`config.mk`:
```
export PLATFORM = sky130hd
export DESIGN_NAME = disc_trace_buffer
export DESIGN_NICKNAME = d
export VERILOG_FILES = /design/src/rtl/trc_pkg.sv /design/src/rtl/trc_reset_sync.sv /design/src/rtl/trc_cycle_meter.sv /design/src/rtl/trc_ring_ctrl.sv /design/src/rtl/trc_entry_store.sv /design/src/rtl/trc_read_port.sv /design/src/rtl/disc_trace_buffer.sv
export SDC_FILE = /design/constraint.sdc
export NUM_CORES = 1
export LEC_CHECK = 0
export BUFFER_PORTS_ARGS = -buffer_cell sky130_fd_sc_hd__buf_4
export CAP_MARGIN = 20
export CORE_MARGIN = 3
export CORE_UTILIZATION = 65
export DETAILED_ROUTE_END_ITERATION = 16
export PLACE_DENSITY_LB_ADDON = 0.3
export SLEW_MARGIN = 20
export SYNTH_ARGS = -nofsm -noshare
export SYNTH_HDL_FRONTEND = slang
export SYNTH_SLANG_ARGS = --single-unit
```
`constraint.sdc`:
```
create_clock -name clk -period 4.3 [get_ports clk]
set_input_delay 0.43 -clock clk [delete_from_list [all_inputs] [get_ports clk]]
set_output_delay 0.43 -clock clk [all_outputs]
set_load 0.02 [all_outputs]
```
`src/rtl/trc_pkg.sv`:
```
package trc_pkg;
  typedef enum logic {
    KIND_BRANCH = 1'b0,
    KIND_IRQ    = 1'b1
  } disc_kind_e;
endpackage

```
`src/rtl/trc_reset_sync.sv`:
```
module trc_reset_sync (
  input  logic clk,
  input  logic rst_n,
  output logic rst_sync_n
);
  logic stage_q;
  logic out_q;

  always_ff @(posedge clk or negedge rst_n) begin
    if (!rst_n) begin
      stage_q <= 1'b0;
      out_q   <= 1'b0;
    end else begin
      stage_q <= 1'b1;
      out_q   <= stage_q;
    end
  end

  assign rst_sync_n = out_q;
endmodule

```
`src/rtl/trc_cycle_meter.sv`:
```
module trc_cycle_meter #(
  parameter int CNT_W = 8
) (
  input  logic             clk,
  input  logic             rst_n,
  input  logic             clr,
  output logic [CNT_W-1:0] elapsed
);
  localparam logic [CNT_W-1:0] CNT_MAX = {CNT_W{1'b1}};

  logic [CNT_W-1:0] cnt_q;
  logic [CNT_W-1:0] cnt_d;
  logic [CNT_W-1:0] cnt_inc;

  // edges since last clear, including the current one, saturating
  always_comb begin
    cnt_inc = (cnt_q == CNT_MAX) ? CNT_MAX : cnt_q + 1'b1;
    cnt_d   = clr ? '0 : cnt_inc;
  end

  always_ff @(posedge clk or negedge rst_n) begin
    if (!rst_n) cnt_q <= '0;
    else        cnt_q <= cnt_d;
  end

  assign elapsed = cnt_inc;
endmodule

```
`src/rtl/trc_ring_ctrl.sv`:
```
module trc_ring_ctrl #(
  parameter int DEPTH = 8,
  localparam int PTR_W = $clog2(DEPTH),
  localparam int CNT_W = PTR_W + 1
) (
  input  logic             clk,
  input  logic             rst_n,
  input  logic             wr_req,
  input  logic             freeze,
  input  logic             rearm,
  output logic             wr_en,
  output logic [PTR_W-1:0] wr_ptr,
  output logic [CNT_W-1:0] count,
  output logic             frozen
);
  localparam logic [PTR_W-1:0] PTR_LAST = PTR_W'(DEPTH - 1);
  localparam logic [CNT_W-1:0] CNT_FULL = CNT_W'(DEPTH);

  logic [PTR_W-1:0] ptr_q, ptr_d;
  logic             full_q, full_d;
  logic             frz_q, frz_d;

  always_comb begin
    wr_en  = wr_req && !freeze && !frz_q && !rearm;
    ptr_d  = ptr_q;
    full_d = full_q;
    if (rearm) begin
      ptr_d  = '0;
      full_d = 1'b0;
    end else if (wr_en) begin
      ptr_d = ptr_q + 1'b1;
      if (ptr_q == PTR_LAST) full_d = 1'b1;
    end
    if (freeze)     frz_d = 1'b1;
    else if (rearm) frz_d = 1'b0;
    else            frz_d = frz_q;
  end

  always_ff @(posedge clk or negedge rst_n) begin
    if (!rst_n) begin
      ptr_q  <= '0;
      full_q <= 1'b0;
      frz_q  <= 1'b0;
    end else begin
      ptr_q  <= ptr_d;
      full_q <= full_d;
      frz_q  <= frz_d;
    end
  end

  assign wr_ptr = ptr_q;
  assign count  = full_q ? CNT_FULL : {1'b0, ptr_q};
  assign frozen = frz_q;
endmodule

```
`src/rtl/trc_entry_store.sv`:
```
module trc_entry_store
  import trc_pkg::*;
#(
  parameter int DEPTH = 8,
  parameter int PC_W  = 16,
  parameter int CNT_W = 8,
  localparam int PTR_W = $clog2(DEPTH)
) (
  input  logic             clk,
  input  logic             wr_en,
  input  logic [PTR_W-1:0] wr_ptr,
  input  logic [PC_W-1:0]  wr_src,
  input  logic [PC_W-1:0]  wr_dst,
  input  disc_kind_e       wr_kind,
  input  logic [CNT_W-1:0] wr_cyc,
  input  logic [PTR_W-1:0] rd_addr,
  output logic [PC_W-1:0]  rd_src,
  output logic [PC_W-1:0]  rd_dst,
  output disc_kind_e       rd_kind,
  output logic [CNT_W-1:0] rd_cyc
);
  logic [PC_W-1:0]  src_q [DEPTH];
  logic [PC_W-1:0]  dst_q [DEPTH];
  disc_kind_e       kind_q[DEPTH];
  logic [CNT_W-1:0] cyc_q [DEPTH];

  for (genvar g = 0; g < DEPTH; g++) begin : g_slot
    logic slot_en;
    assign slot_en = wr_en && (wr_ptr == PTR_W'(g));
    always_ff @(posedge clk) begin
      if (slot_en) begin
        src_q[g]  <= wr_src;
        dst_q[g]  <= wr_dst;
        kind_q[g] <= wr_kind;
        cyc_q[g]  <= wr_cyc;
      end
    end
  end

  assign rd_src  = src_q[rd_addr];
  assign rd_dst  = dst_q[rd_addr];
  assign rd_kind = kind_q[rd_addr];
  assign rd_cyc  = cyc_q[rd_addr];
endmodule

```
`src/rtl/trc_read_port.sv`:
```
module trc_read_port #(
  parameter int DEPTH = 8,
  localparam int PTR_W = $clog2(DEPTH),
  localparam int IDX_W = PTR_W + 1
) (
  input  logic [IDX_W-1:0] rd_idx,
  input  logic [PTR_W-1:0] wr_ptr,
  input  logic [IDX_W-1:0] count,
  output logic [PTR_W-1:0] rd_addr,
  output logic             hit
);
  // newest slot sits just behind the write pointer; wrap is modulo DEPTH
  assign rd_addr = wr_ptr - 1'b1 - rd_idx[PTR_W-1:0];
  assign hit     = rd_idx < count;
endmodule

```
`src/rtl/disc_trace_buffer.sv`:
```
module disc_trace_buffer
  import trc_pkg::*;
#(
  parameter int DEPTH = 8,
  parameter int PC_W  = 16,
  parameter int CNT_W = 8,
  localparam int PTR_W = $clog2(DEPTH),
  localparam int IDX_W = PTR_W + 1
) (
  input  logic             clk,
  input  logic             rst_n,
  input  logic             retire_valid,
  input  logic [PC_W-1:0]  retire_pc,
  input  logic             disc_valid,
  input  logic             disc_kind,
  input  logic [PC_W-1:0]  disc_target,
  input  logic             freeze,
  input  logic             rearm,
  input  logic [IDX_W-1:0] rd_idx,
  output logic             rd_valid,
  output logic [PC_W-1:0]  rd_src,
  output logic [PC_W-1:0]  rd_dst,
  output logic             rd_kind,
  output logic [CNT_W-1:0] rd_cycles,
  output logic [IDX_W-1:0] entry_count,
  output logic             frozen
);
  logic             rst_sync_n;
  logic             wr_req, wr_en;
  logic [PTR_W-1:0] wr_ptr, rd_addr;
  logic [CNT_W-1:0] elapsed, st_cyc;
  logic [PC_W-1:0]  st_src, st_dst;
  disc_kind_e       st_kind, in_kind;
  logic             hit;

  trc_reset_sync u_rst (
    .clk        (clk),
    .rst_n      (rst_n),
    .rst_sync_n (rst_sync_n)
  );

  assign wr_req  = retire_valid && disc_valid;
  assign in_kind = disc_kind_e'(disc_kind);

  trc_ring_ctrl #(.DEPTH(DEPTH)) u_ctrl (
    .clk    (clk),
    .rst_n  (rst_sync_n),
    .wr_req (wr_req),
    .freeze (freeze),
    .rearm  (rearm),
    .wr_en  (wr_en),
    .wr_ptr (wr_ptr),
    .count  (entry_count),
    .frozen (frozen)
  );

  trc_cycle_meter #(.CNT_W(CNT_W)) u_meter (
    .clk     (clk),
    .rst_n   (rst_sync_n),
    .clr     (wr_en || rearm),
    .elapsed (elapsed)
  );

  trc_entry_store #(.DEPTH(DEPTH), .PC_W(PC_W), .CNT_W(CNT_W)) u_store (
    .clk     (clk),
    .wr_en   (wr_en),
    .wr_ptr  (wr_ptr),
    .wr_src  (retire_pc),
    .wr_dst  (disc_target),
    .wr_kind (in_kind),
    .wr_cyc  (elapsed),
    .rd_addr (rd_addr),
    .rd_src  (st_src),
    .rd_dst  (st_dst),
    .rd_kind (st_kind),
    .rd_cyc  (st_cyc)
  );

  trc_read_port #(.DEPTH(DEPTH)) u_rd (
    .rd_idx  (rd_idx),
    .wr_ptr  (wr_ptr),
    .count   (entry_count),
    .rd_addr (rd_addr),
    .hit     (hit)
  );

  assign rd_valid  = hit;
  assign rd_src    = hit ? st_src : '0;
  assign rd_dst    = hit ? st_dst : '0;
  assign rd_kind   = hit && (st_kind == KIND_IRQ);
  assign rd_cycles = hit ? st_cyc : '0;
endmodule

```
==> results of run 1 <==
through the flow:
stage | cell area [µm²] | instances | utilization (%) | hold WS (ns) | setup slack (ns)
2_1_floorplan | 14100 | 634 | - | 0.134 | 1.58
3_3_place_gp | 15100 | 976 | 71.1 | 0.212 | 0.870
3_5_place_dp | 15100 | 976 | 71.1 | 0.214 | 0.837
4_1_cts | 16100 | 1036 | 76.0 | 0.0926 | 0.316
5_1_grt | 16100 | 1036 | 76.1 | 0.114 | 0.200
6_report | 16100 | 1036 | 76.1 | 0.122 | 0.330
logic make-up (layout without fill, tap and decap cells):
| group | after synthesis | in the layout | share of synthesized area (%) |
|---|---|---|---|
| AO/OA/AOI/OAI | 62 | 62 | 4.57 |
| multiplexers | 123 | 123 | 17.3 |
| XOR/XNOR | 3 | 3 | 0.283 |
| other | 1 | 1 | 0.0265 |
| flip-flops | 343 | 343 | 72.3 |
| buffers and inverters | 53 | 180 | 3.05 |
| adder cells (fa/ha/maj) | 12 | 12 | 1.11 |
| AND/OR/NAND/NOR | 37 | 37 | 1.42 |
per-layer routing:
metal	up-vias	track usage, %	part of all wire, %
met5	-	0	0.046
met4	2	8.16	3.3
met3	73	4.45	6.6
met2	292	40.1	50
met1	3505	34.9	40
li1	2917	-	-
cells in the mapped netlist (7+ instances only):
cell,instances
sky130_fd_sc_hd__edfxtp_1,328
sky130_fd_sc_hd__buf_4,10
sky130_fd_sc_hd__buf_8,7
sky130_fd_sc_hd__mux4_1,49
sky130_fd_sc_hd__clkbuf_8,8
sky130_fd_sc_hd__mux4_2,33
sky130_fd_sc_hd__ha_1,11
sky130_fd_sc_hd__inv_1,11
sky130_fd_sc_hd__dfrtp_1,15
sky130_fd_sc_hd__mux2i_1,41
sky130_fd_sc_hd__a211oi_2,39
sky130_fd_sc_hd__and3_1,7
how the worst max path moves through the flow:
stage	from	to	cells past startpoint
6_report	u_ctrl.wr_ptr[0]	rd_dst[14]	7
5_1_grt	u_ctrl.wr_ptr[0]	rd_cycles[3]	7
4_1_cts	u_ctrl.wr_ptr[0]	rd_dst[11]	7
3_5_place_dp	rd_idx[0]	rd_dst[14]	9
3_3_place_gp	rd_idx[0]	rd_cycles[4]	9
2_1_floorplan	rd_idx[0]	rd_kind	8
registers in the layout, indices dropped and copies added, names as in the netlist:
register and count:
u_store.dst_q 128, u_store.src_q 128, u_store.cyc_q 64, u_meter.cnt_q 8, u_store.kind_q 8, u_ctrl.wr_ptr 3
u_ctrl.frozen 1, u_ctrl.full_q 1, u_rst.rst_sync_n 1, u_rst.stage_q 1
power groups by stage:
stage	logic [W]	registers (W)	clock network, W
2_1_floorplan	0.000337	0.00374	0
3_3_place_gp	0.000472	0.00374	0
3_5_place_dp	0.000487	0.00374	0
4_1_cts	0.000495	0.00367	0.00281
5_1_grt	0.000527	0.00367	0.00291
6_report	0.000491	0.00367	0.00275
placed cells by master, fill, tap and decap left out, types with 10 or more instances in the layout:
master	count
sky130_fd_sc_hd__a211oi_2	39
sky130_fd_sc_hd__buf_12	11
sky130_fd_sc_hd__buf_4	98
sky130_fd_sc_hd__clkbuf_16	35
sky130_fd_sc_hd__clkinv_1	10
sky130_fd_sc_hd__dfrtp_1	15
sky130_fd_sc_hd__edfxtp_1	328
sky130_fd_sc_hd__ha_1	10
sky130_fd_sc_hd__inv_1	11
sky130_fd_sc_hd__mux2i_1	41
sky130_fd_sc_hd__mux4_1	49
sky130_fd_sc_hd__mux4_2	33
critical path: stages (launching register included):
cell,delay (ns)
sky130_fd_sc_hd__dfrtp_1,0.48
sky130_fd_sc_hd__ha_4,0.21
sky130_fd_sc_hd__fa_4,1.16
sky130_fd_sc_hd__buf_12,0.28
sky130_fd_sc_hd__mux4_2,0.35
sky130_fd_sc_hd__mux2i_1,0.24
sky130_fd_sc_hd__a211oi_2,0.06
sky130_fd_sc_hd__buf_4,0.21
cell type report:
type	count	area (µm²)
inverter	11	41.3
sequential	343	10200
multi-input combinational	238	3530
tap	275	344
timing repair buffer	110	966
clock buffer	38	887
clock inverter	21	146
fill	1106	5080
==> run summary, run 1 <==
The count of H-tree levels built during CTS is 2. The post-route minimum period came out at 3.97 ns. For this run, the top clock speed supported by timing is 0.252 GHz. In this run the tightest slew margin relative to its limit is 24.5%. The leakage dissipation came out at 5.64 nW.

Setup repair after global routing left no endpoint under its margin. The share of power burned in registers is 53.1%. In this run the worst path has a maximum fanout of 40. In this run the core area contains 53 standard-cell rows. The worst endpoint required time is 3.87 ns. The setup-violating endpoint count in the final report is 0. The root cell of the clock tree is sky130_fd_sc_hd__clkbuf_16. The logic depth of the worst register-to-register path is 5.

The total clock buffers created by CTS is 35. Synthesis produced 634 cells. The part of the cycle the worst path needs is 92.3%. For this run the aggregate overflow at the end of global routing stands at 0.

The path with the worst hold slack has its endpoint at u_ctrl.wr_ptr[0]. The number of setup buffers added after CTS is 0. The reg-to-reg critical path endpoint is u_store.src_q[6][6].

The clock tree skew after final layout came out at 0.0171 ns. STA classifies the critical path startpoint as a flip-flop. After synthesis, the largest area contributor takes up 69.6% of total cell area.

The number of nets in the finished design is 794. The number of hold violations in the final report came out at 0. The wire length of the first global-routing pass is 43700 µm. The synthesized area came out at 0.0141 mm². The chip width came out at 154 µm. After clock tree synthesis, the repair step resized 0 gates. The primary flip-flop cell chosen by synthesis mapping is sky130_fd_sc_hd__edfxtp_1. The die height is 154 µm. The maximum count of clock buffers along a single path came out at 3. The internal power of the cells came out at 0.00549 W. In this run the tool buffered the top-level ports with 89 buffer cells. The kind of critical path is flip-flop to primary output. For this block, the initial DRC count from the detailed router was 507. The number of synthesized register bits is 343. The sequential fraction of the synthesis area came out at 72.3%. 0 antenna diodes ended up in the layout.

The cell area power density came out at 428 mW/mm². The arrival time of data at the critical path endpoint came out at 3.54 ns. In this run switching power makes up 20.7% of total power.

At the pin with the least slew margin, the transition time is 1.13 ns. The routed wirelength normalized by instance count came out at 27.2 µm. Across the run, the number of max-cap violations was 0. Clock latency on the worst-skew pair, taken at its later pin, is 0.50 ns.

The total global-route track usage is 24.6%. The hold-critical path depth is 2. The worst vdd rail ir drop is 0.369 mV. TritonCTS built the clock tree. Dividing the synthesized area by the synthesized cell count gives 22.3 µm². The hold path startpoint is rearm.

The pin count of the biggest net entering global routing came out at 41. The worst hold path belongs to the class input port to flip-flop. The detailed-placement wirelength estimate is 15500 µm. The count of nets left with antenna violations after detail routing is 0.

Buffers inserted to repair hold after CTS numbered 1. The initial utilization of the core area, before any placement, comes to 66.7%. The final setup TNS came out at 0 ns. The overall die area came out at 0.0236 mm². The post-synthesis cell type with the largest combined area is sky130_fd_sc_hd__edfxtp_1. The area growth from synthesis to layout is 14.1%. The run finished with clean final reports. The vias per cell is 6.55.

Pin placement for this block handled 90 I/O pins. For this run, the detailed router's first-pass iteration total came to 5. The number of enable flip-flop cells after synthesis is 328. The number of distinct library cells after synthesis came out at 44. The global placer's final weighted congestion came out at 0.848.

The final number of max-transition violations was 0. The portion of total power attributed to the clock network is 39.8%. The routed layout has 6789 vias. The fraction of layout cells with a size suffix above 1 came out at 32.1%. The placeable core area came out at 0.0212 mm².

The Yosys step of the flow raised 0 warnings. The number of antenna violations at the first check in global routing came out at 1. The worst setup path is captured at a primary output. The number of global-route vias before repair is 7238. Counting every net in the synthesized netlist gives 689. The number of DRC violations after detailed routing came out at 0. Yosys attributes the largest share of cell area to sky130_fd_sc_hd__edfxtp_1, sky130_fd_sc_hd__mux4_1, sky130_fd_sc_hd__mux4_2. The clock edge transition at the registers on the reported setup and hold paths came out at 0.06 ns.

The setup slack of the worst register-to-register path came out at 1.99 ns. The clock sink count is 343. The fraction of registers with async set/reset came out at 4.37%. The startpoint identified for the worst register-to-register timing path is u_ctrl.frozen. The analysis attributes to net switching a power of 0.00143 W. The design draws 0.00692 W. Per report_power, the combinational group accounts for 7.1% of the total. The final wirelength is 28100 µm.
Power figures use the tool's default switching activity.
==> run 2, diff against run 1 <==
--- a/config.mk
+++ b/config.mk
@@ -10,6 +10,7 @@
 export CORE_MARGIN = 3
 export CORE_UTILIZATION = 65
 export DETAILED_ROUTE_END_ITERATION = 16
+export GPL_TIMING_DRIVEN = 0
 export PLACE_DENSITY_LB_ADDON = 0.3
 export SLEW_MARGIN = 20
 export SYNTH_ARGS = -nofsm -noshare
==> run summary, run 2 (same netlist as run 1, synthesis figures left out) <==
The flow ran to the end, and the final reports show no timing, DRC or antenna violations. The transition time at the pin with the least slew margin is 0.789 ns (-0.343 ns). The global placer's final weighted congestion came out at 0.807 (-4.8%). The clock edge transition at the registers on the reported setup and hold paths is 0.06 ns (about the same).

The routed wirelength normalized by instance count came to 27.0 µm (-0.75%). The path class of the tightest hold or removal check is input port to flip-flop. The fraction of layout cells with a size suffix above 1 came out at 32.1% (+0.044 points). The worst endpoint required time was 3.87 ns (about the same). The number of optimization iterations in the first detailed-route pass was 4 (-1). The final setup TNS is 0 ns (unchanged). The part of the cycle the worst path needs was 89.0% (-3.3 points). The worst register-to-register path begins at u_ctrl.frozen.

The count of H-tree levels built during CTS is 2 (unchanged). The number of max-capacitance violations reported came out at 0 (unchanged). The total clock buffers created by CTS is 34 (-2.9%). The number of hold violations in the final report is 0 (unchanged). The placement row count is 53 (unchanged). The arrival time of data at the critical path endpoint came to 3.40 ns (-0.14 ns).

The pin count of the biggest net entering global routing came out at 42 (+2.4%). The leakage dissipation was 5.78 nW (+2.5%). The die height was 154 µm (unchanged). The vias per cell came out at 6.55 (about the same).

The initial cell density of the core is 66.7% (unchanged). The post-route minimum period is 3.83 ns (-0.142 ns). TritonCTS built the clock tree.

In the layout the commonest cells are sky130_fd_sc_hd__edfxtp_1, sky130_fd_sc_hd__buf_4, sky130_fd_sc_hd__mux4_1, sky130_fd_sc_hd__mux2i_1, sky130_fd_sc_hd__a211oi_2. The fraction of the core area covered by cells at the end of the flow is 77.4% (+1.3 points). The number of vias after detailed routing came out at 6962 (+2.5%). The post-CTS setup-driven buffer insertion count is 0 (unchanged).

The worst-skew pair later-pin latency came out at 0.51 ns (about the same). The overall overflow remaining after global route is 0 (unchanged). The count of input and output buffers is 89 (unchanged).

The count of nets left with antenna violations after detail routing is 0 (unchanged). The number of antenna violations at the first check in global routing is 0 (-1). The setup slack of the worst register-to-register path came out at 1.88 ns (-0.11 ns).

The overall die area came out at 0.0236 mm² (unchanged). The critical path starts at u_ctrl.wr_ptr[0]. The detailed-placement wirelength estimate is 16000 µm (+3.7%). In the final layout, the registers with the most flip-flops are u_store.dst_q (128), u_store.src_q (128), u_store.cyc_q (64).

The number of global-route vias before repair was 7538 (+4.1%). The final wirelength was 28700 µm (+1.8%). The worst vdd rail ir drop came out at 0.420 mV (+14%).

The top fanout value on the critical path came out at 10 (-75%). The detailed router's first-iteration violation count is 420 (-17%). The clock sink count was 343 (unchanged). The tree is rooted in a sky130_fd_sc_hd__clkbuf_16. The maximum count of clock buffers along a single path is 3 (unchanged). The highest achievable clock rate came out at 0.261 GHz (+3.7%).

The cell area power density is 437 mW/mm² (+2.0%). The total global-route track usage is 25.0% (+0.34 points). The wire length of the first global-routing pass came out at 44300 µm (+1.3%). The headroom to the max-slew limit came out at 47.4% (+23 points).

Setup repair after global routing left no endpoint under its margin. The logic depth of the worst register-to-register path is 4 (-1). The endpoint identified for the worst register-to-register timing path is u_store.src_q[6][13]. The total inserted antenna cells is 0 (unchanged). The termination of the worst setup path is rd_dst[12]. The clock tree skew after final layout is 0.0143 ns (-0.00276 ns). The number of nets in the finished design came to 818 (+3.0%). The worst setup path is launched from a flip-flop. The number of DRC violations after detailed routing is 0 (unchanged). Relative to the synthesized area, the layout overhead comes to 16.1%. The library cell used most frequently in the layout, excluding fill and tap cells, is sky130_fd_sc_hd__edfxtp_1. The placeable core area is 0.0212 mm² (unchanged). STA classifies the critical path endpoint as a primary output.

The top-level port count came out at 90 (unchanged). The critical path is of the flip-flop to primary output type. The final number of max-transition violations came out at 0 (unchanged). The setup-violating endpoint count in the final report came to 0 (unchanged). The chip width was 154 µm (unchanged).
-- run 2: changes by cell type in the layout (fill, tap and decap cells not counted), moves of 3 or more --
cell / delta
sky130_fd_sc_hd__clkinv_1: -5
sky130_fd_sc_hd__and2_4: +3
sky130_fd_sc_hd__clkinv_2: -5
sky130_fd_sc_hd__buf_8: +7
sky130_fd_sc_hd__clkbuf_8: +10
sky130_fd_sc_hd__clkbuf_1: +13
sky130_fd_sc_hd__and3_4: +5
sky130_fd_sc_hd__and2_2: -4
sky130_fd_sc_hd__buf_12: -9
sky130_fd_sc_hd__and3_2: -5
sky130_fd_sc_hd__buf_1: +4
sky130_fd_sc_hd__buf_2: +3
-- run 2: critical path: stages, from the launching register on --
cell                       delay (ns)
sky130_fd_sc_hd__dfrtp_1         0.46
sky130_fd_sc_hd__ha_1            0.24
sky130_fd_sc_hd__fa_1            0.52
sky130_fd_sc_hd__clkbuf_2        0.24
sky130_fd_sc_hd__buf_1           0.57
sky130_fd_sc_hd__mux4_1          0.40
sky130_fd_sc_hd__mux2i_1         0.22
sky130_fd_sc_hd__a211oi_2        0.07
sky130_fd_sc_hd__buf_4           0.16
-- run 2: repair_timing --
item | CTS | global route
gates resized for setup | 0 | 0
hold endpoints to repair | 2 | 0
hold buffers | 1 | 0
-- run 2: power by group --
group | switching, W | internal [W]
sequential | 0.00000764 | 0.00366
clock | 0.00115 | 0.00184
combinational | 0.000279 | 0.000242
total | 0.00143 | 0.00575
-- run 2: area by class of cell --
class | count | area [µm²]
Sequential cell | 343 | 10200
Fill cell | 1080 | 4800
Multi-Input combinational cell | 238 | 3520
Clock buffer | 49 | 991
Timing Repair Buffer | 93 | 753
Buffer | 42 | 390
Tap cell | 275 | 344
Clock inverter | 12 | 154
Inverter | 11 | 41.3
-- run 2: worst min path at each step --
stage / start / end / slack, ns / depth (start not counted)
final: rearm / u_ctrl.wr_ptr[0] / 0.1 / 2
after global routing: rearm / u_ctrl.wr_ptr[0] / 0.08 / 2
after CTS: rearm / u_ctrl.wr_ptr[0] / 0.08 / 2
after detailed placement: rst_n / u_rst.stage_q / 0.22 / 1
after global placement: u_rst.rst_sync_n / u_ctrl.wr_ptr[2] / 0.21 / 0
after floorplan: rst_n / u_rst.rst_sync_n / 0.13 / 0
-- run 2: routing by layer --
metal / GRT usage (%) / vias up / routed length [µm]
li1: - / 2965 / -
met1: 34.1 / 3631 / 10800
met2: 41.6 / 311 / 15100
met3: 4.81 / 55 / 2090
met4: 8.41 / 0 / 699
met5: 0 / - / 0
-- run 2: per-stage QoR --
stage                     std cells  cell area (µm²)  power [W]  hold WS, ns  setup slack (ns)
after global routing           1063            16400    0.00741       0.0849             0.262
after global placement          998            15200    0.00425        0.212             0.594
after detailed placement       1001            15300    0.00426        0.216             0.885
after CTS                      1063            16400    0.00724       0.0788             0.416
after floorplan                 634            14100    0.00408        0.134              1.58
final                          1063            16400    0.00718       0.0985             0.472
